File: config.mk
export PLATFORM = sky130hd
export DESIGN_NAME = mp_irq_level_ctrl
export DESIGN_NICKNAME = d
export VERILOG_FILES = /design/src/rtl/irqc_pkg.sv /design/src/rtl/irqc_cpu_regs.sv /design/src/rtl/irqc_global_regs.sv /design/src/rtl/irqc_route.sv /design/src/rtl/irqc_lvl_enc.sv /design/src/rtl/mp_irq_level_ctrl.sv
export SDC_FILE = /design/constraint.sdc
export NUM_CORES = 1
export LEC_CHECK = 0
export BUFFER_PORTS_ARGS = -buffer_cell sky130_fd_sc_hd__buf_2
export CORE_MARGIN = 8
export CORE_UTILIZATION = 56
export DETAILED_ROUTE_END_ITERATION = 7
export PLACE_DENSITY = 0.78
export REMOVE_ABC_BUFFERS = 1
export SYNTH_ARGS = -nofsm -noshare
export SYNTH_HDL_FRONTEND = slang
export SYNTH_SLANG_ARGS = --single-unit
File: constraint.sdc
create_clock -name clk -period 2.8 [get_ports clk]
set_input_delay 0.56 -clock clk [delete_from_list [all_inputs] [get_ports clk]]
set_output_delay 0.56 -clock clk [all_outputs]
set_load 0.02 [all_outputs]
File: src/rtl/irqc_pkg.sv
// Shared constants and source-to-level map for the interrupt level controller.
// Assumes a 32-bit register bus and 4-bit priority levels.
package irqc_pkg;

    localparam int LVL_W   = 4;
    localparam int OFF_W   = 5;

    // Register offsets within a page.
    localparam logic [OFF_W-1:0] OFF_PEND  = 5'h00;
    localparam logic [OFF_W-1:0] OFF_CCLR  = 5'h04;
    localparam logic [OFF_W-1:0] OFF_CSET  = 5'h08;
    localparam logic [OFF_W-1:0] OFF_MASK  = 5'h04;
    localparam logic [OFF_W-1:0] OFF_MCLR  = 5'h08;
    localparam logic [OFF_W-1:0] OFF_MSET  = 5'h0C;
    localparam logic [OFF_W-1:0] OFF_TGT   = 5'h10;

    localparam int MASK_ALL_BIT = 31;
    localparam logic [LVL_W-1:0] ERR_LVL  = 4'd15;
    localparam logic [LVL_W-1:0] TICK_LVL = 4'd14;

    // Level for bus request k (1..7): 2 for k=1, otherwise 2k-1.
    function automatic logic [LVL_W-1:0] bus_lvl(input int unsigned k);
        return (k == 1) ? 4'd2 : LVL_W'(2 * k - 1);
    endfunction

    // Level for shared line b, or 0 when the line is unassigned.
    function automatic logic [LVL_W-1:0] src_level(input int unsigned b);
        if (b <= 6)  return bus_lvl(b + 1);
        if (b <= 13) return bus_lvl(b - 6);
        case (b)
            14, 15:         return 4'd12;
            16:             return 4'd6;
            17:             return 4'd13;
            18:             return 4'd4;
            19:             return 4'd10;
            20:             return 4'd8;
            21:             return 4'd9;
            22:             return 4'd11;
            27, 28, 29, 30: return ERR_LVL;
            default:        return 4'd0;
        endcase
    endfunction

endpackage

File: src/rtl/irqc_cpu_regs.sv
// Per-processor software interrupt register with write-one set/clear ports.
// Also forms the pending read word and this processor's private level vector.
// Assumes set and clear strobes are never active together (distinct addresses).
module irqc_cpu_regs
    import irqc_pkg::*;
(
    input  logic        clk,
    input  logic        rst_n,
    input  logic        set_we,
    input  logic        clr_we,
    input  logic [15:1] wbits,
    input  logic        tick_i,
    output logic [31:0] pend_o,
    output logic [15:1] lvl_vec_o
);

    logic [15:1] soft_q;

    // Software bits: set and clear by write-one.
    always_ff @(posedge clk) begin
        if (!rst_n)      soft_q <= '0;
        else if (set_we) soft_q <= soft_q | wbits;
        else if (clr_we) soft_q <= soft_q & ~wbits;
    end

    // Read view: soft bits at 31:17, tick at bit 7.
    always_comb begin
        pend_o = {soft_q, 1'b0, 8'h00, tick_i, 7'h00};
    end

    // Private requests: soft level n at index n, tick at level 14.
    always_comb begin
        lvl_vec_o = soft_q;
        if (tick_i) lvl_vec_o[TICK_LVL] = 1'b1;
    end

endmodule

File: src/rtl/irqc_global_regs.sv
// Global mask register (write-one set/clear) and the target-processor register.
// Assumes NCPU is a power of two of at least 2.
module irqc_global_regs #(
    parameter int NCPU  = 4,
    localparam int CPU_W = $clog2(NCPU)
) (
    input  logic             clk,
    input  logic             rst_n,
    input  logic             mset_we,
    input  logic             mclr_we,
    input  logic             tgt_we,
    input  logic [31:0]      wdata,
    output logic [31:0]      mask_o,
    output logic [CPU_W-1:0] tgt_o
);

    // Mask: all sources blocked from reset.
    always_ff @(posedge clk) begin
        if (!rst_n)       mask_o <= '1;
        else if (mset_we) mask_o <= mask_o | wdata;
        else if (mclr_we) mask_o <= mask_o & ~wdata;
    end

    // Target processor for device lines.
    always_ff @(posedge clk) begin
        if (!rst_n)      tgt_o <= '0;
        else if (tgt_we) tgt_o <= wdata[CPU_W-1:0];
    end

endmodule

File: src/rtl/irqc_route.sv
// Turns shared request lines into two level vectors: one steered to the target
// processor and one broadcast to all processors. Assumes level-sensitive lines.
module irqc_route
    import irqc_pkg::*;
(
    input  logic [31:0] src_i,
    input  logic [31:0] mask_i,
    output logic [15:1] routed_o,
    output logic [15:1] bcast_o
);

    logic [LVL_W-1:0] lv;

    // OR the one-hot level of every live line into its vector.
    always_comb begin
        routed_o = '0;
        bcast_o  = '0;
        lv       = '0;
        for (int b = 0; b < 32; b++) begin
            lv = src_level(b);
            if (src_i[b] && !mask_i[b] && !mask_i[MASK_ALL_BIT] && lv != 4'd0) begin
                if (lv == ERR_LVL) bcast_o[15] = 1'b1;
                else               routed_o[lv] = 1'b1;
            end
        end
    end

endmodule

File: src/rtl/irqc_lvl_enc.sv
// Priority encoder: returns the index of the highest set bit, 0 when none.
module irqc_lvl_enc
    import irqc_pkg::*;
(
    input  logic [15:1]      vec_i,
    output logic [LVL_W-1:0] lvl_o
);

    // Scan upward so the highest set index wins.
    always_comb begin
        lvl_o = '0;
        for (int i = 1; i < 16; i++) begin
            if (vec_i[i]) lvl_o = LVL_W'(i);
        end
    end

endmodule

File: src/rtl/mp_irq_level_ctrl.sv
// Interrupt mask and level controller for NCPU processors.
// Page c (c < NCPU) holds processor c's registers; page NCPU holds the global
// mask, shared pending and target. Each level output is registered.
// Assumes pages of 32 bytes and an address wide enough for NCPU+1 pages.
module mp_irq_level_ctrl
    import irqc_pkg::*;
#(
    parameter int NCPU   = 4,
    parameter int ADDR_W = 8,
    localparam int CPU_W = $clog2(NCPU),
    localparam int PG_W  = ADDR_W - OFF_W
) (
    input  logic                  clk,
    input  logic                  rst_n,
    input  logic                  rb_we,
    input  logic [ADDR_W-1:0]     rb_addr,
    input  logic [31:0]           rb_wdata,
    output logic [31:0]           rb_rdata,
    input  logic [31:0]           dev_irq_i,
    input  logic [NCPU-1:0]       cpu_tick_i,
    output logic [NCPU*LVL_W-1:0] cpu_level_o
);

    localparam logic [PG_W-1:0] GPAGE = PG_W'(NCPU);
    localparam logic [31:0] IMPL_BITS = 32'h787F_FFFF;

    logic [PG_W-1:0]  page;
    logic [OFF_W-1:0] off;
    logic             g_sel;
    logic [31:0]      mask_q;
    logic [CPU_W-1:0] tgt_q;
    logic [15:1]      routed_vec;
    logic [15:1]      bcast_vec;
    logic [31:0]      cpu_pend [NCPU];
    logic [NCPU*32-1:0] pend_flat;
    logic [LVL_W-1:0] lvl_next [NCPU];

    assign page  = rb_addr[ADDR_W-1:OFF_W];
    assign off   = rb_addr[OFF_W-1:0];
    assign g_sel = (page == GPAGE);

    irqc_global_regs #(.NCPU(NCPU)) u_glob (
        .clk     (clk),
        .rst_n   (rst_n),
        .mset_we (rb_we && g_sel && off == OFF_MSET),
        .mclr_we (rb_we && g_sel && off == OFF_MCLR),
        .tgt_we  (rb_we && g_sel && off == OFF_TGT),
        .wdata   (rb_wdata),
        .mask_o  (mask_q),
        .tgt_o   (tgt_q)
    );

    irqc_route u_route (
        .src_i    (dev_irq_i),
        .mask_i   (mask_q),
        .routed_o (routed_vec),
        .bcast_o  (bcast_vec)
    );

    for (genvar c = 0; c < NCPU; c++) begin : g_cpu
        localparam logic [PG_W-1:0]  MY_PG  = PG_W'(c);
        localparam logic [CPU_W-1:0] MY_ID  = CPU_W'(c);
        logic [15:1] own_vec;
        logic [15:1] all_vec;

        irqc_cpu_regs u_regs (
            .clk       (clk),
            .rst_n     (rst_n),
            .set_we    (rb_we && page == MY_PG && off == OFF_CSET),
            .clr_we    (rb_we && page == MY_PG && off == OFF_CCLR),
            .wbits     (rb_wdata[31:17]),
            .tick_i    (cpu_tick_i[c]),
            .pend_o    (cpu_pend[c]),
            .lvl_vec_o (own_vec)
        );

        // Merge private, broadcast and (if targeted) steered requests.
        always_comb begin
            all_vec = own_vec | bcast_vec | ((tgt_q == MY_ID) ? routed_vec : 15'h0);
        end

        irqc_lvl_enc u_enc (
            .vec_i (all_vec),
            .lvl_o (lvl_next[c])
        );

        // Registered level output for this processor.
        always_ff @(posedge clk) begin
            if (!rst_n) cpu_level_o[c*LVL_W +: LVL_W] <= '0;
            else        cpu_level_o[c*LVL_W +: LVL_W] <= lvl_next[c];
        end

        assign pend_flat[c*32 +: 32] = cpu_pend[c];
    end

    // Register read multiplexer.
    always_comb begin
        rb_rdata = '0;
        if (page < GPAGE) begin
            if (off == OFF_PEND || off == OFF_CCLR || off == OFF_CSET)
                rb_rdata = cpu_pend[page[CPU_W-1:0]];
        end else if (g_sel) begin
            case (off)
                OFF_PEND:                     rb_rdata = dev_irq_i & IMPL_BITS;
                OFF_MASK, OFF_MCLR, OFF_MSET: rb_rdata = mask_q;
                OFF_TGT:                      rb_rdata = 32'(tgt_q);
                default:                      rb_rdata = '0;
            endcase
        end
    end

endmodule

==> flow_summary_export.csv <==
group,metric,value,unit
worst_hold_path,worstHoldPathType,"reg2reg",
clock_network,worstSkewPairLatency,0.35,ns
logic_synthesis,ys_warn_count,0,
cells_and_area,fin_area,7620,um2
pwr,p_total,0.00315,W
sta,tightest_slew,1.03,ns
placed_design,dp_hpwl,15400,um
placed_design,placed_area,7320,um2
worst_hold_path,hold_depth,2,
die,dieArea,15400,um2
cells_and_area,fin_util,66.7,%
logic_synthesis,synth-compound-area-share,22.6,%
logic_synthesis,synth-edff-count,0,
logic_synthesis,ys_ff_latch,110,
sta,fin_ws,0.241,ns
global_route,grt_util_all_layers,26.3,%
worst_setup_path,critPathArrivalTime,2.00,ns
pwr,ir_worst_vdd,0.000306,V
worst_setup_path,path_cells,"buf_2 > or4_4 > a21oi_1 > buf_4 > nand2_1 > o21ai_0 > buf_2",
clock_network,ctsResizeCount,0,
route,vias,6570,
logic_synthesis,synth_top_family_by_area,"simple AND/OR/NAND/NOR gates",
worst_setup_path,slowest_stage,"or4_4",
logic_synthesis,synth_ff_type,"dfxtp_1",
logic_synthesis,synth_xor_xnor_area_share,0.133,%
clock_network,htree_num_levels,3,
run_status,outcome,"complete, no violations",
logic_synthesis,yosysSeqAreaShare,33.5,%
placed_design,gp_congestion,0.989,
global_route,grt_pass1_vias,6387,
clock_network,root_buffer,"clkbuf_16",
placed_design,io_buffer_count,121,
global_route,grt-ovfl-total,0,
global_route,grt_max_degree,42,
sta,rsz0062_at_grt,"false",
clock_network,clkTransAtPathRegs,0.07,ns
route,dr.pass1.iters,5,
logic_synthesis,synthMuxAreaShare,11.7,%
logic_synthesis,synthCells,820,
logic_synthesis,synth.top_cell.area_share,33.5,%
clock_network,cts_buffer_depth,2,
worst_setup_path,worst-path-buf-inv,3,
sta,fin_crit,2.56,ns
sta,fin_skew,0.00749,ns
logic_synthesis,async_flop_share,0,%
route,route.detailed.drc,0,
sta,fin_crit_sh,91.4,%
worst_setup_path,worstReg2RegEnd,"cpu_level_o[13]",
clock_network,cts_setup_buffers,0,
route,drt_wl_total,20900,um
sta,hold_viol,0,
pwr,leakagePower,3.23,nW
route,drt_iter0_drc,811,
clock_network,cts_sinks,110,
logic_synthesis,avgSynthCellArea,8.01,um2
sta,drv_slew,0,
logic_synthesis,synth-adder-area-share,0,%
worst_setup_path,worstPathMaxFanout,8,
die,die_w,124,um
die,row_count,39,
placed_design,place_inst,1053,
cells_and_area,final_cells,1069,
logic_synthesis,ys_top_cells_by_area,"dfxtp_1 (34%), nand2_1 (9.9%), nor2b_1 (6.7%)",
run,cap_violations,0,
die,pin_count,127,
cells_and_area,drive_above_1_share,22.1,%
clock_network,holdBufCountCts,0,
logic_synthesis,synthSimpleGateAreaFrac,25.9,%
global_route,antenna_found_initial,0,
clock_network,numCtsBuffers,9,
cells_and_area,layout.nets,1000,
route,postRouteAntennaNets,0,
die,start_util,57.5,%
route,viasPerCell,6.15,
logic_synthesis,yosysUniqueCellTypes,55,
logic_synthesis,synth_area,6570,um2
worst_setup_path,crit_path_start_kind,"input pin",
clock_network,cts_tree,"done",
sta,fmax,391,MHz
route,wire_per_inst,19.5,um
logic_synthesis,synth_top_area_cell,"dfxtp_1",
cells_and_area,syn_to_final_growth,16.0,%
global_route,grt_pass1_wl,33700,um
worst_setup_path,max_stage_delay,0.53,ns
worst_setup_path,r2r_slack,0.46,ns
sta,slew_headroom,31.6,%
die,core-area,11400,um2
worst_setup_path,required,2.24,ns
cells_and_area,antenna_cells,0,
worst_setup_path,r2r_cells,6,
sta,setup_viol,0,
worst_setup_path,critical_path_class,"in2out",
die,die_y,124,um
pwr,powerDensity,413,nW/um2
worst_setup_path,end_kind,"primary output",
worst_setup_path,crit_top_cell,"buf_2",
worst_setup_path,cp_top_family,"simple AND/OR/NAND/NOR gates",
placed_design,preCtsSetupSlack,0.231,ns
[tightest hold or removal path, cell delays in order, from the launching register on]
cell and delay [ns]:
dfxtp_1 0.31, nand2_1 0.05, nand3_1 0.06
[cell usage in the layout (no fill, tap or decap), types with 4 or more instances in the layout]
cell       Yosys  routed
nand2_1      173     173
buf_2          6     121
dfxtp_1      110     110
nor2b_1       70      70
a22oi_1       58      58
a21oi_1       52      52
o21ai_0       48      48
mux2i_1       41      41
nor2_1        36      34
buf_4          4      26
inv_1         18      18
mux4_2        16      16
nand2b_1      16      16
nand3_1       12      12
a211o_1       12      12
nor3_1        10      10
clkbuf_16      0       9
a211oi_1       8       8
or3_1          6       6
a22o_1         5       5
or2_2          5       5
nor2_4         5       5
o21a_1         5       5
buf_12         0       5
o221ai_1       4       4
nor4_1         4       4
a2111oi_0      4       4
[report_power, final]
group          internal (W)  total (W)  switching, W
clock              0.000683    0.00127      0.000583
combinational      0.000121   0.000305      0.000184
sequential          0.00157    0.00158    0.00000451
total               0.00238    0.00315      0.000771
[kinds of logic (layout without fill, tap and decap cells)]
kind of cell | after synthesis | after routing
mux | 57 | 57
simple gates | 349 | 349
buf+inv | 80 | 186
flops | 110 | 110
xor+xnor | 1 | 1
compound gates | 223 | 223
[stage by stage]
step	TNS, ns	hold WS, ns
floorplan	-14.95	0.437
global placement	0	0.450
detailed placement	0	0.458
finish	0	0.471
global route	0	0.505
CTS	0	0.475
[cells in the mapped netlist (3+ instances only)]
cell / instances
a2111oi_0: 4
a211o_1: 12
a211oi_1: 8
a21oi_1: 52
a22o_1: 5
a22oi_1: 58
a31oi_1: 3
buf_2: 6
buf_4: 4
buf_6: 10
clkbuf_1: 40
dfxtp_1: 110
inv_1: 18
mux2i_1: 41
mux4_2: 16
nand2_1: 173
nand2b_1: 16
nand3_1: 12
nor2_1: 36
nor2_4: 5
nor2b_1: 70
nor3_1: 10
nor4_1: 4
o21a_1: 5
o21ai_0: 48
o221ai_1: 4
o22ai_1: 3
o2bb2ai_1: 3
o31a_1: 3
or2_2: 5
or3_1: 6
[worst max path at each step]
stage | cells past startpoint | from | endpoint | slack (ns)
after CTS | 7 | rb_addr[4] | rb_rdata[7] | 0.26
after detailed placement | 8 | rb_addr[4] | flip-flop | 0.23
after global placement | 7 | rb_addr[4] | rb_rdata[7] | 0.27
final | 7 | rb_addr[4] | rb_rdata[7] | 0.24
after global routing | 8 | rb_addr[5] | rb_rdata[25] | 0.16
after floorplan | 3 | rb_addr[2] | rb_rdata[17] | -0.31
[final cells by class]
| type | instances | area (um2) |
|---|---|---|
| clock buffer | 13 | 270 |
| clock inverter | 3 | 25.0 |
| fill | 1025 | 3800 |
| inverter | 18 | 67.6 |
| multi-input combinational | 630 | 3970 |
| sequential | 110 | 2200 |
| tap | 143 | 179 |
| timing repair buffer | 152 | 901 |
[routing by layer]
| metal | global-route usage [%] | up-vias | share of wire, % |
|---|---|---|---|
| li1 | - | 3104 | - |
| met5 | 0 | - | 0 |
| met1 | 33.8 | 3039 | 42 |
| met2 | 40.6 | 363 | 44 |
| met4 | 11.3 | 0 | 3.4 |
| met3 | 7.02 | 64 | 11 |
Power figures use the tool's default switching activity.
